[config.mk]
export PLATFORM = sky130hd
export DESIGN_NAME = adc_frame_rx
export DESIGN_NICKNAME = d
export VERILOG_FILES = /design/src/rtl/adc_rx_pkg.sv /design/src/rtl/adc_rx_frame_ctrl.sv /design/src/rtl/adc_rx_lane_shift.sv /design/src/rtl/adc_rx_word_emit.sv /design/src/rtl/adc_frame_rx.sv
export SDC_FILE = /design/constraint.sdc
export NUM_CORES = 1
export LEC_CHECK = 0
export ABC_AREA = 1
export CAP_MARGIN = 20
export CORE_MARGIN = 3
export CORE_UTILIZATION = 55
export CTS_CLUSTER_DIAMETER = 30
export CTS_CLUSTER_SIZE = 24
export DETAILED_ROUTE_END_ITERATION = 10
export DONT_BUFFER_PORTS = 1
export PLACE_DENSITY = 0.81
export RECOVER_POWER = 50
export SETUP_SLACK_MARGIN = 0.5
export SLEW_MARGIN = 20
export SYNTH_ARGS = -nofsm -noshare
export SYNTH_HDL_FRONTEND = slang
export SYNTH_SLANG_ARGS = --single-unit
[constraint.sdc]
create_clock -name dclk -period 1.8 [get_ports dclk]
set_input_delay 0.36 -clock dclk [delete_from_list [all_inputs] [get_ports dclk]]
set_output_delay 0.36 -clock dclk [all_outputs]
set_load 0.03 [all_outputs]
[src/rtl/adc_rx_pkg.sv]
package adc_rx_pkg;
  localparam int unsigned CHANNELS = 8;
  localparam int unsigned CH_IDX_W = 3;
  localparam int unsigned LANES    = 2;

  typedef logic [CH_IDX_W-1:0] ch_idx_t;

  typedef enum logic {
    CAP_IDLE = 1'b0,
    CAP_RUN  = 1'b1
  } cap_state_e;
endpackage

[src/rtl/adc_rx_frame_ctrl.sv]
module adc_rx_frame_ctrl
  import adc_rx_pkg::*;
#(
  parameter int unsigned WORD_W = 32
) (
  input  logic    clk,
  input  logic    rst_n,
  input  logic    frame_rdy,
  input  logic    dual_req,
  output logic    shift_en,
  output logic    word_end,
  output logic    frame_end,
  output ch_idx_t slot,
  output logic    dual_act,
  output logic    overrun
);
  localparam int unsigned BIT_CW = (WORD_W > 1) ? $clog2(WORD_W) : 1;
  localparam logic [BIT_CW-1:0] BIT_LAST = BIT_CW'(WORD_W - 1);
  localparam ch_idx_t SLOT_LAST_ONE = ch_idx_t'(CHANNELS - 1);
  localparam ch_idx_t SLOT_LAST_TWO = ch_idx_t'(CHANNELS / LANES - 1);

  cap_state_e        st_q, st_d;
  logic [BIT_CW-1:0] bit_q, bit_d;
  ch_idx_t           slot_q, slot_d;
  logic              dual_q, dual_d;
  logic              ovr_q, ovr_d;
  logic              capturing;
  ch_idx_t           slot_last;

  // next-state process
  always_comb begin
    slot_last = dual_q ? SLOT_LAST_TWO : SLOT_LAST_ONE;
    capturing = (st_q == CAP_RUN) && !frame_rdy;
    word_end  = capturing && (bit_q == BIT_LAST);
    frame_end = word_end && (slot_q == slot_last);

    st_d   = st_q;
    bit_d  = bit_q;
    slot_d = slot_q;
    dual_d = dual_q;
    ovr_d  = 1'b0;

    if (frame_rdy) begin
      // a ready pulse always (re)arms; hitting a live frame is an overrun
      st_d   = CAP_RUN;
      bit_d  = '0;
      slot_d = '0;
      dual_d = dual_req;
      ovr_d  = (st_q == CAP_RUN);
    end else if (capturing) begin
      if (word_end) begin
        bit_d  = '0;
        slot_d = slot_q + 1'b1;
        if (frame_end) begin
          st_d = CAP_IDLE;
        end
      end else begin
        bit_d = bit_q + 1'b1;
      end
    end
  end

  // register process
  always_ff @(posedge clk) begin
    if (!rst_n) begin
      st_q   <= CAP_IDLE;
      bit_q  <= '0;
      slot_q <= '0;
      dual_q <= 1'b0;
      ovr_q  <= 1'b0;
    end else begin
      st_q   <= st_d;
      bit_q  <= bit_d;
      slot_q <= slot_d;
      dual_q <= dual_d;
      ovr_q  <= ovr_d;
    end
  end

  assign shift_en = capturing;
  assign slot     = slot_q;
  assign dual_act = dual_q;
  assign overrun  = ovr_q;

  // an overrun strobe only ever follows an edge that saw ready
  a_r8_overrun_needs_ready : assert property (
    @(posedge clk) disable iff (!rst_n)
    overrun |-> $past(frame_rdy)
  );

  // the frame's lane mode cannot change while words are still arriving
  a_r9_mode_held : assert property (
    @(posedge clk) disable iff (!rst_n)
    (shift_en && !word_end) |=> $stable(dual_act)
  );
endmodule

[src/rtl/adc_rx_lane_shift.sv]
module adc_rx_lane_shift #(
  parameter int unsigned WORD_W = 32
) (
  input  logic              clk,
  input  logic              rst_n,
  input  logic              shift_en,
  input  logic              din,
  output logic [WORD_W-1:0] word_nxt
);
  logic [WORD_W-2:0] sh_q, sh_d;

  // the word completes with the bit arriving at this edge, MSB first
  always_comb begin
    word_nxt = {sh_q, din};
    sh_d     = shift_en ? word_nxt[WORD_W-2:0] : sh_q;
  end

  always_ff @(posedge clk) begin
    if (!rst_n) begin
      sh_q <= '0;
    end else begin
      sh_q <= sh_d;
    end
  end
endmodule

[src/rtl/adc_rx_word_emit.sv]
module adc_rx_word_emit
  import adc_rx_pkg::*;
#(
  parameter int unsigned WORD_W = 32
) (
  input  logic              clk,
  input  logic              rst_n,
  input  logic              word_end,
  input  logic              frame_end,
  input  ch_idx_t           slot,
  input  logic              dual_act,
  input  logic [WORD_W-1:0] w_lo,
  input  logic [WORD_W-1:0] w_hi,
  output logic [WORD_W-1:0] out_data,
  output ch_idx_t           out_ch,
  output logic              out_vld,
  output logic              done
);
  localparam ch_idx_t HI_OFFSET = ch_idx_t'(CHANNELS / LANES);

  logic [WORD_W-1:0] data_d, pend_data_q, pend_data_d;
  ch_idx_t           ch_d, pend_ch_q, pend_ch_d;
  logic              vld_d, pend_vld_q, pend_vld_d;
  logic              fin1_q, fin1_dual_q, fin2_q, done_d;

  always_comb begin
    data_d = out_data;
    ch_d   = out_ch;
    vld_d  = 1'b0;
    if (word_end) begin
      data_d = w_lo;
      ch_d   = slot;
      vld_d  = 1'b1;
    end else if (pend_vld_q) begin
      data_d = pend_data_q;
      ch_d   = pend_ch_q;
      vld_d  = 1'b1;
    end
    // upper-lane word waits one cycle behind its lower-lane partner
    pend_vld_d  = word_end && dual_act;
    pend_data_d = w_hi;
    pend_ch_d   = slot | HI_OFFSET;
    done_d      = (fin1_q && !fin1_dual_q) || fin2_q;
  end

  always_ff @(posedge clk) begin
    if (!rst_n) begin
      out_data    <= '0;
      out_ch      <= '0;
      out_vld     <= 1'b0;
      pend_vld_q  <= 1'b0;
      pend_data_q <= '0;
      pend_ch_q   <= '0;
      fin1_q      <= 1'b0;
      fin1_dual_q <= 1'b0;
      fin2_q      <= 1'b0;
      done        <= 1'b0;
    end else begin
      out_data    <= data_d;
      out_ch      <= ch_d;
      out_vld     <= vld_d;
      pend_vld_q  <= pend_vld_d;
      pend_data_q <= pend_data_d;
      pend_ch_q   <= pend_ch_d;
      fin1_q      <= frame_end;
      fin1_dual_q <= frame_end && dual_act;
      fin2_q      <= fin1_q && fin1_dual_q;
      done        <= done_d;
    end
  end

  // a completed pair yields the lower channel, then the upper one
  a_r4_pair_order : assert property (
    @(posedge clk) disable iff (!rst_n)
    (word_end && dual_act) |=> ##1 (out_vld && (out_ch == ($past(slot, 2) | HI_OFFSET)))
  );

  // a new word never lands on the cycle a held upper word is sent
  a_r4_no_collision : assert property (
    @(posedge clk) disable iff (!rst_n)
    !(word_end && pend_vld_q)
  );
endmodule

[src/rtl/adc_frame_rx.sv]
module adc_frame_rx
  import adc_rx_pkg::*;
#(
  parameter int unsigned WORD_W      = 32,
  parameter bit          SAMPLE_FALL = 1'b1
) (
  input  logic              dclk,
  input  logic              rst_n,
  input  logic              frame_rdy,
  input  logic              two_lane,
  input  logic              lane0_in,
  input  logic              lane1_in,
  output logic [WORD_W-1:0] word_data,
  output logic [2:0]        word_ch,
  output logic              word_vld,
  output logic              frame_done,
  output logic              overrun
);
  logic              smp_clk;
  logic              shift_en, word_end, frame_end, dual_act;
  ch_idx_t           slot;
  logic [LANES-1:0]  lane_bit;
  logic [WORD_W-1:0] lane_word [LANES];

  // the sampling edge is fixed at build time
  generate
    if (SAMPLE_FALL) begin : g_fall_edge
      assign smp_clk = ~dclk;
    end else begin : g_rise_edge
      assign smp_clk = dclk;
    end
  endgenerate

  assign lane_bit = {lane1_in, lane0_in};

  adc_rx_frame_ctrl #(.WORD_W(WORD_W)) u_ctrl (
    .clk       (smp_clk),
    .rst_n     (rst_n),
    .frame_rdy (frame_rdy),
    .dual_req  (two_lane),
    .shift_en  (shift_en),
    .word_end  (word_end),
    .frame_end (frame_end),
    .slot      (slot),
    .dual_act  (dual_act),
    .overrun   (overrun)
  );

  for (genvar l = 0; l < LANES; l++) begin : g_lane
    logic lane_en;
    // lanes above 0 shift only in two-lane frames
    assign lane_en = shift_en && ((l == 0) || dual_act);
    adc_rx_lane_shift #(.WORD_W(WORD_W)) u_shift (
      .clk      (smp_clk),
      .rst_n    (rst_n),
      .shift_en (lane_en),
      .din      (lane_bit[l]),
      .word_nxt (lane_word[l])
    );
  end

  adc_rx_word_emit #(.WORD_W(WORD_W)) u_emit (
    .clk       (smp_clk),
    .rst_n     (rst_n),
    .word_end  (word_end),
    .frame_end (frame_end),
    .slot      (slot),
    .dual_act  (dual_act),
    .w_lo      (lane_word[0]),
    .w_hi      (lane_word[1]),
    .out_data  (word_data),
    .out_ch    (word_ch),
    .out_vld   (word_vld),
    .done      (frame_done)
  );

  // a reset edge leaves every strobe low
  a_r1_reset_quiet : assert property (
    @(posedge smp_clk)
    !rst_n |=> (!word_vld && !frame_done && !overrun)
  );

  // done directly follows the presentation of channel 7
  a_r7_done_after_last : assert property (
    @(posedge smp_clk) disable iff (!rst_n)
    frame_done |-> ($past(word_vld) && ($past(word_ch) == 3'd7))
  );

  // a dropped frame never reports completion in the same cycle
  a_r8_overrun_not_done : assert property (
    @(posedge smp_clk) disable iff (!rst_n)
    overrun |-> !frame_done
  );
endmodule

==> results of run 1 <==
==> metrics by stage <==
| step | std cells | TNS, ns |
|---|---|---|
| CTS | 1143 | -13.76 |
| detailed placement | 915 | -18.04 |
| global placement | 915 | -13.75 |
| floorplan | 813 | -9.052 |
==> timing repair <==
item | 4_1_cts
gates resized for setup | 357
cloned | 23
setup endpoints to repair | 148
setup buffers | 27
hold buffers | 0
pin swaps | 88
==> synthesized netlist by cell type <==
cell / count
ha_1: 3
clkbuf_1: 29
dfxtp_1: 149
inv_2: 1
xor2_1: 1
o21ai_0: 37
nand3_2: 1
nand3_1: 57
nor2_2: 1
buf_1: 1
buf_2: 19
inv_1: 105
buf_4: 6
nor3_1: 3
a21oi_1: 54
nand4_1: 24
nor2_1: 134
nand2_1: 187
nor3b_1: 1
==> kinds of logic after synthesis <==
kind of cell    after synthesis
simple gates                408
buf+inv                     161
flops                       149
compound gates               91
fa+ha+maj                     3
xor+xnor                      1
==> flow_summary.toml, run 1 <==
[place]
gp_congestion = 0.8312
numPortBuffers = 0
dpl_worst_slack_ns = -0.2778
placed_area_um2 = 6192
dp_hpwl_um = 8003

[floorplan]
start_util_pct = 57.88
die_x_um = 108.8
io_pins = 44
fp.dieH_um = 108.8
placement_rows = 36

[synthesis]
yosys.area_share.simple_pct = 28.88
synth_seq_area_share_pct = 51.30
synth-compound-area-share_pct = 7.833
yosysTopAreaCell = "dfxtp_1"
ys_types = 19
synth_nets = 822
synthTopCellsByArea = "dfxtp_1, nand2_1, nor2_1"
syn_area_um2 = 5814
synth_fa_ha_area_share_pct = 0.6456
synth_seq_cells = 149
yosysTopAreaCellShare_pct = 51.30
syn-mean-instance-area_um2 = 7.152
synthXorXnorAreaFrac_pct = 0.1506
synth_top_family_by_area = "simple AND/OR/NAND/NOR gates"
muxShareOfSynthArea_pct = 0
synthCells = 813
ys_warn_count = 0

[clocking]
cts_sinks = 149
htreeDepth = 4
cts_buffers = 17
root_buffer = "clkbuf_8"
cts_buffer_depth = 2

[run_status]
status = "aborted with a tool error"
toolErrorMsg = "[ERROR DPL-0038] Utilization greater than 100%, impossible to legalize"
lastStage = "global routing"

[global_routing]
grt_max_degree = 74

[sta]
endpoint_type = "primary output"
repair-timing-grt-worst-ep = "word_data[12]"
==> run 2: changes to the inputs <==
- CORE_UTILIZATION: 55 -> 40
- CTS_CLUSTER_DIAMETER: 30 -> unset
- CTS_CLUSTER_SIZE: 24 -> unset
- PLACE_DENSITY: 0.81 -> unset
- PLACE_DENSITY_LB_ADDON: unset -> 0.15
- SETUP_SLACK_MARGIN: 0.5 -> unset
==> run 2 against run 1 <==
The flow now finishes, with violations (setup timing). Synthesized cell count is the same. Synthesized area is the same.
==> flow_summary.toml, run 2 <==
[run_status]
status = "complete, but fails checks"
violations = "setup timing"

[global_routing]
grt_max_degree = 74
first_global_vias = 5672
grt.total_usage_pct = 18.59
grt_antenna_before_repair = 0
gr-total-overflow = 0
grt_pass1_wl_um = 24210

[layout]
n_antenna_cell = 0
stdcell_area_um2 = 7715
n_fill_cell = 1339
drive_above_1_share_pct = 12.58
layout_commonest_cell = "inv_1"
largest_register = "g_lane.u_shift.sh_q"
reg_top3 = "g_lane.u_shift.sh_q: 62 flops, u_emit.out_data: 32 flops, u_emit.pend_data_q: 32 flops"
fin_util_pct = 54.94
final_cell_mix = "inv_1, nand2_1, nor2_1"
final_nets = 982
largest_register_ffs = 62
areaGrowthSynthToFinish_pct = 32.69

[synthesis]
synth_fa_ha_area_share_pct = 0.6456
syn_area_um2 = 5814
ys_warn_count = 0
syn-mean-instance-area_um2 = 7.152
synth-compound-area-share_pct = 7.833
synthXorXnorAreaFrac_pct = 0.1506
synth_common_cells = "nand2_1, dfxtp_1, nor2_1"
synth_seq_area_share_pct = 51.30
yosys.area_share.simple_pct = 28.88
synthTopCellsByArea = "dfxtp_1, nand2_1, nor2_1"
ys_types = 19
synth_nets = 822
synth_edf_count = 0
synth_seq_cells = 149
muxShareOfSynthArea_pct = 0
synthArstFlopShare_pct = 0
yosysTopAreaCellShare_pct = 51.30
synth_most_common_cell = "nand2_1"
synth_top_family_by_area = "simple AND/OR/NAND/NOR gates"
yosysTopAreaCell = "dfxtp_1"
synthCells = 813
synth_ff_type = "dfxtp_1"

[sta]
drv_slew = 0
setup_viol = 46
max_slew_margin_pct = 72.92
hold_violations = 0
skew_ns = 0.02073
setup_slack_ns = -0.3786
worstMarginPinSlew_ns = 0.4062
setup_tns_ns = -12.38
rsz0062_at_grt = "yes"

[hold_path]
hold_start = "u_emit.fin1_dual_q"
hold_class = "flip-flop to flip-flop"
worstHoldPathCells = 2
min_delay_worst_endpoint = "u_emit.fin2_q"

[worst_setup_path]
reg2reg_to = "u_ctrl.bit_q[2]"
r2r_cells = 6
crit_type = "flip-flop to primary output"
start_kind = "flip-flop"
cp_top_family = "flip-flops"
crit_buf_inv = 1
worst_path_largest_cell_delay_ns = 0.35
end_kind = "primary output"
rrSetupSlack_ns = 0.07
cp_cell_sequence = "buf_12"
path_depth = 1
r2r-start = "u_ctrl.st_q"
worstPathArrival_ns = 1.82
crit_fanout = 2
worstPathRequired_ns = 1.44
slowest_stage = "dfxtp_2"

[floorplan]
die_x_um = 126.6
fp.dieH_um = 126.6
placement_rows = 43
start_util_pct = 41.41
io_pins = 44
core_area_um2 = 14040
dieArea_um2 = 16020

[routing]
drc = 0
wl_um = 14280
avgViaCountPerCell = 4.742
dr_total_vias = 5529
drtIter0Drc = 336
final_antenna_net_count = 0
drtPass1Iterations = 6
wire_per_inst_um = 12.25

[place]
placed_area_um2 = 6506
gp_congestion = 0.7388
dp_hpwl_um = 8422
dpl_worst_slack_ns = -0.2374
numPortBuffers = 0

[clocking]
cts_tree = "built"
root_buffer = "clkbuf_16"
cts_buffers = 17
clk_pin_slew_ns = 0.04
htreeDepth = 4
cts_sinks = 149
cts_hold_buf = 0
cts_buffer_depth = 2
cts_setup_buffers = 0
worstSkewPairLatency_ns = 0.46

[pwr]
p_comb_share_pct = 3.3
powerDensity_nw_per_um2 = 1119
p_clk_share_pct = 57.3
ir_drop_mv = 0.7607
power_frac_seq_pct = 39.4
switching_power_mw = 2.443
power_leakage_nw = 4.026
p_int_mw = 6.189
netSwitchingFraction_pct = 28.30

[flow_run]
cap_viol_max_count = 0
-- run 2: cell counts after synthesis --
Identical to the previous run, type by type.
-- run 2: worst max path at each step --
| stage | startpoint | endpoint | slack (ns) |
|---|---|---|---|
| after global routing | u_emit.out_data[1] | word_data[1] | -0.42 |
| after CTS | u_emit.out_data[1] | word_data[1] | -0.39 |
| after floorplan | frame_rdy | u_emit.out_data[10] | -0.13 |
| final | u_emit.out_data[1] | word_data[1] | -0.38 |
| after detailed placement | frame_rdy | u_emit.out_data[19] | -0.24 |
| after global placement | frame_rdy | g_lane[0].u_shift.sh_q[16] | -0.22 |
-- run 2: cell families (layout without fill, tap and decap cells) --
logic type / Yosys count / after routing
adders and majority gates: 3 / 3
and+or+nand+nor: 408 / 408
AOI/OAI and AO/OA: 91 / 91
DFF: 149 / 149
buffers and inverters: 161 / 334
xor gates and xnor gates: 1 / 1
-- run 2: metrics by stage --
step,hold slack [ns],power [mW],std cells
6_report,0.4252,8.632,1166
5_1_grt,0.4449,9.241,1166
4_1_cts,0.4285,8.813,1166
3_5_place_dp,0.4235,4.276,986
3_3_place_gp,0.4157,4.269,986
2_1_floorplan,0.4051,4.214,813
-- run 2: worst min-delay path: stages (launching register included) --
cell	delay, ns
dfxtp_1	0.30
inv_1	0.04
nor2_1	0.04
-- run 2: final cells by class --
| cell class | instances | area (µm²) | area share, % |
|---|---|---|---|
| Clock inverter | 164 | 739.5 | 9.585 |
| Clock buffer | 17 | 425.4 | 5.514 |
| Inverter | 105 | 410.4 | 5.319 |
| Tap cell | 180 | 225.2 | 2.919 |
| Timing Repair Buffer | 48 | 610.6 | 7.914 |
| Sequential cell | 149 | 3088 | 40.03 |
| Multi-Input combinational cell | 503 | 2216 | 28.72 |
-- run 2: power by group through the flow --
stage | sequential, mW | clock, mW | combinational, mW
after floorplan | 3.46 | 0.503 | 0.248
after global placement | 3.47 | 0.503 | 0.293
after detailed placement | 3.47 | 0.503 | 0.298
after CTS | 3.40 | 5.11 | 0.300
after global routing | 3.40 | 5.53 | 0.315
final | 3.40 | 4.95 | 0.281
-- run 2: layer usage --
metal / vias up / routed length, µm / GRT usage (%)
li1: 2832 / - / -
met1: 2549 / 6135 / 19.50
met2: 133 / 7221 / 30.48
met3: 15 / 742 / 8.926
met4: 0 / 183 / 10.60
met5: - / 0 / 0
-- run 2: timing repair --
| item | in CTS | in global routing |
|---|---|---|
| endpoints found under the setup margin | 39 | 76 |
| pin swaps | 0 | 1 |
| endpoints found under the hold margin | 0 | 0 |
| gates resized for setup | 62 | 4 |
Power figures use the tool's default switching activity.
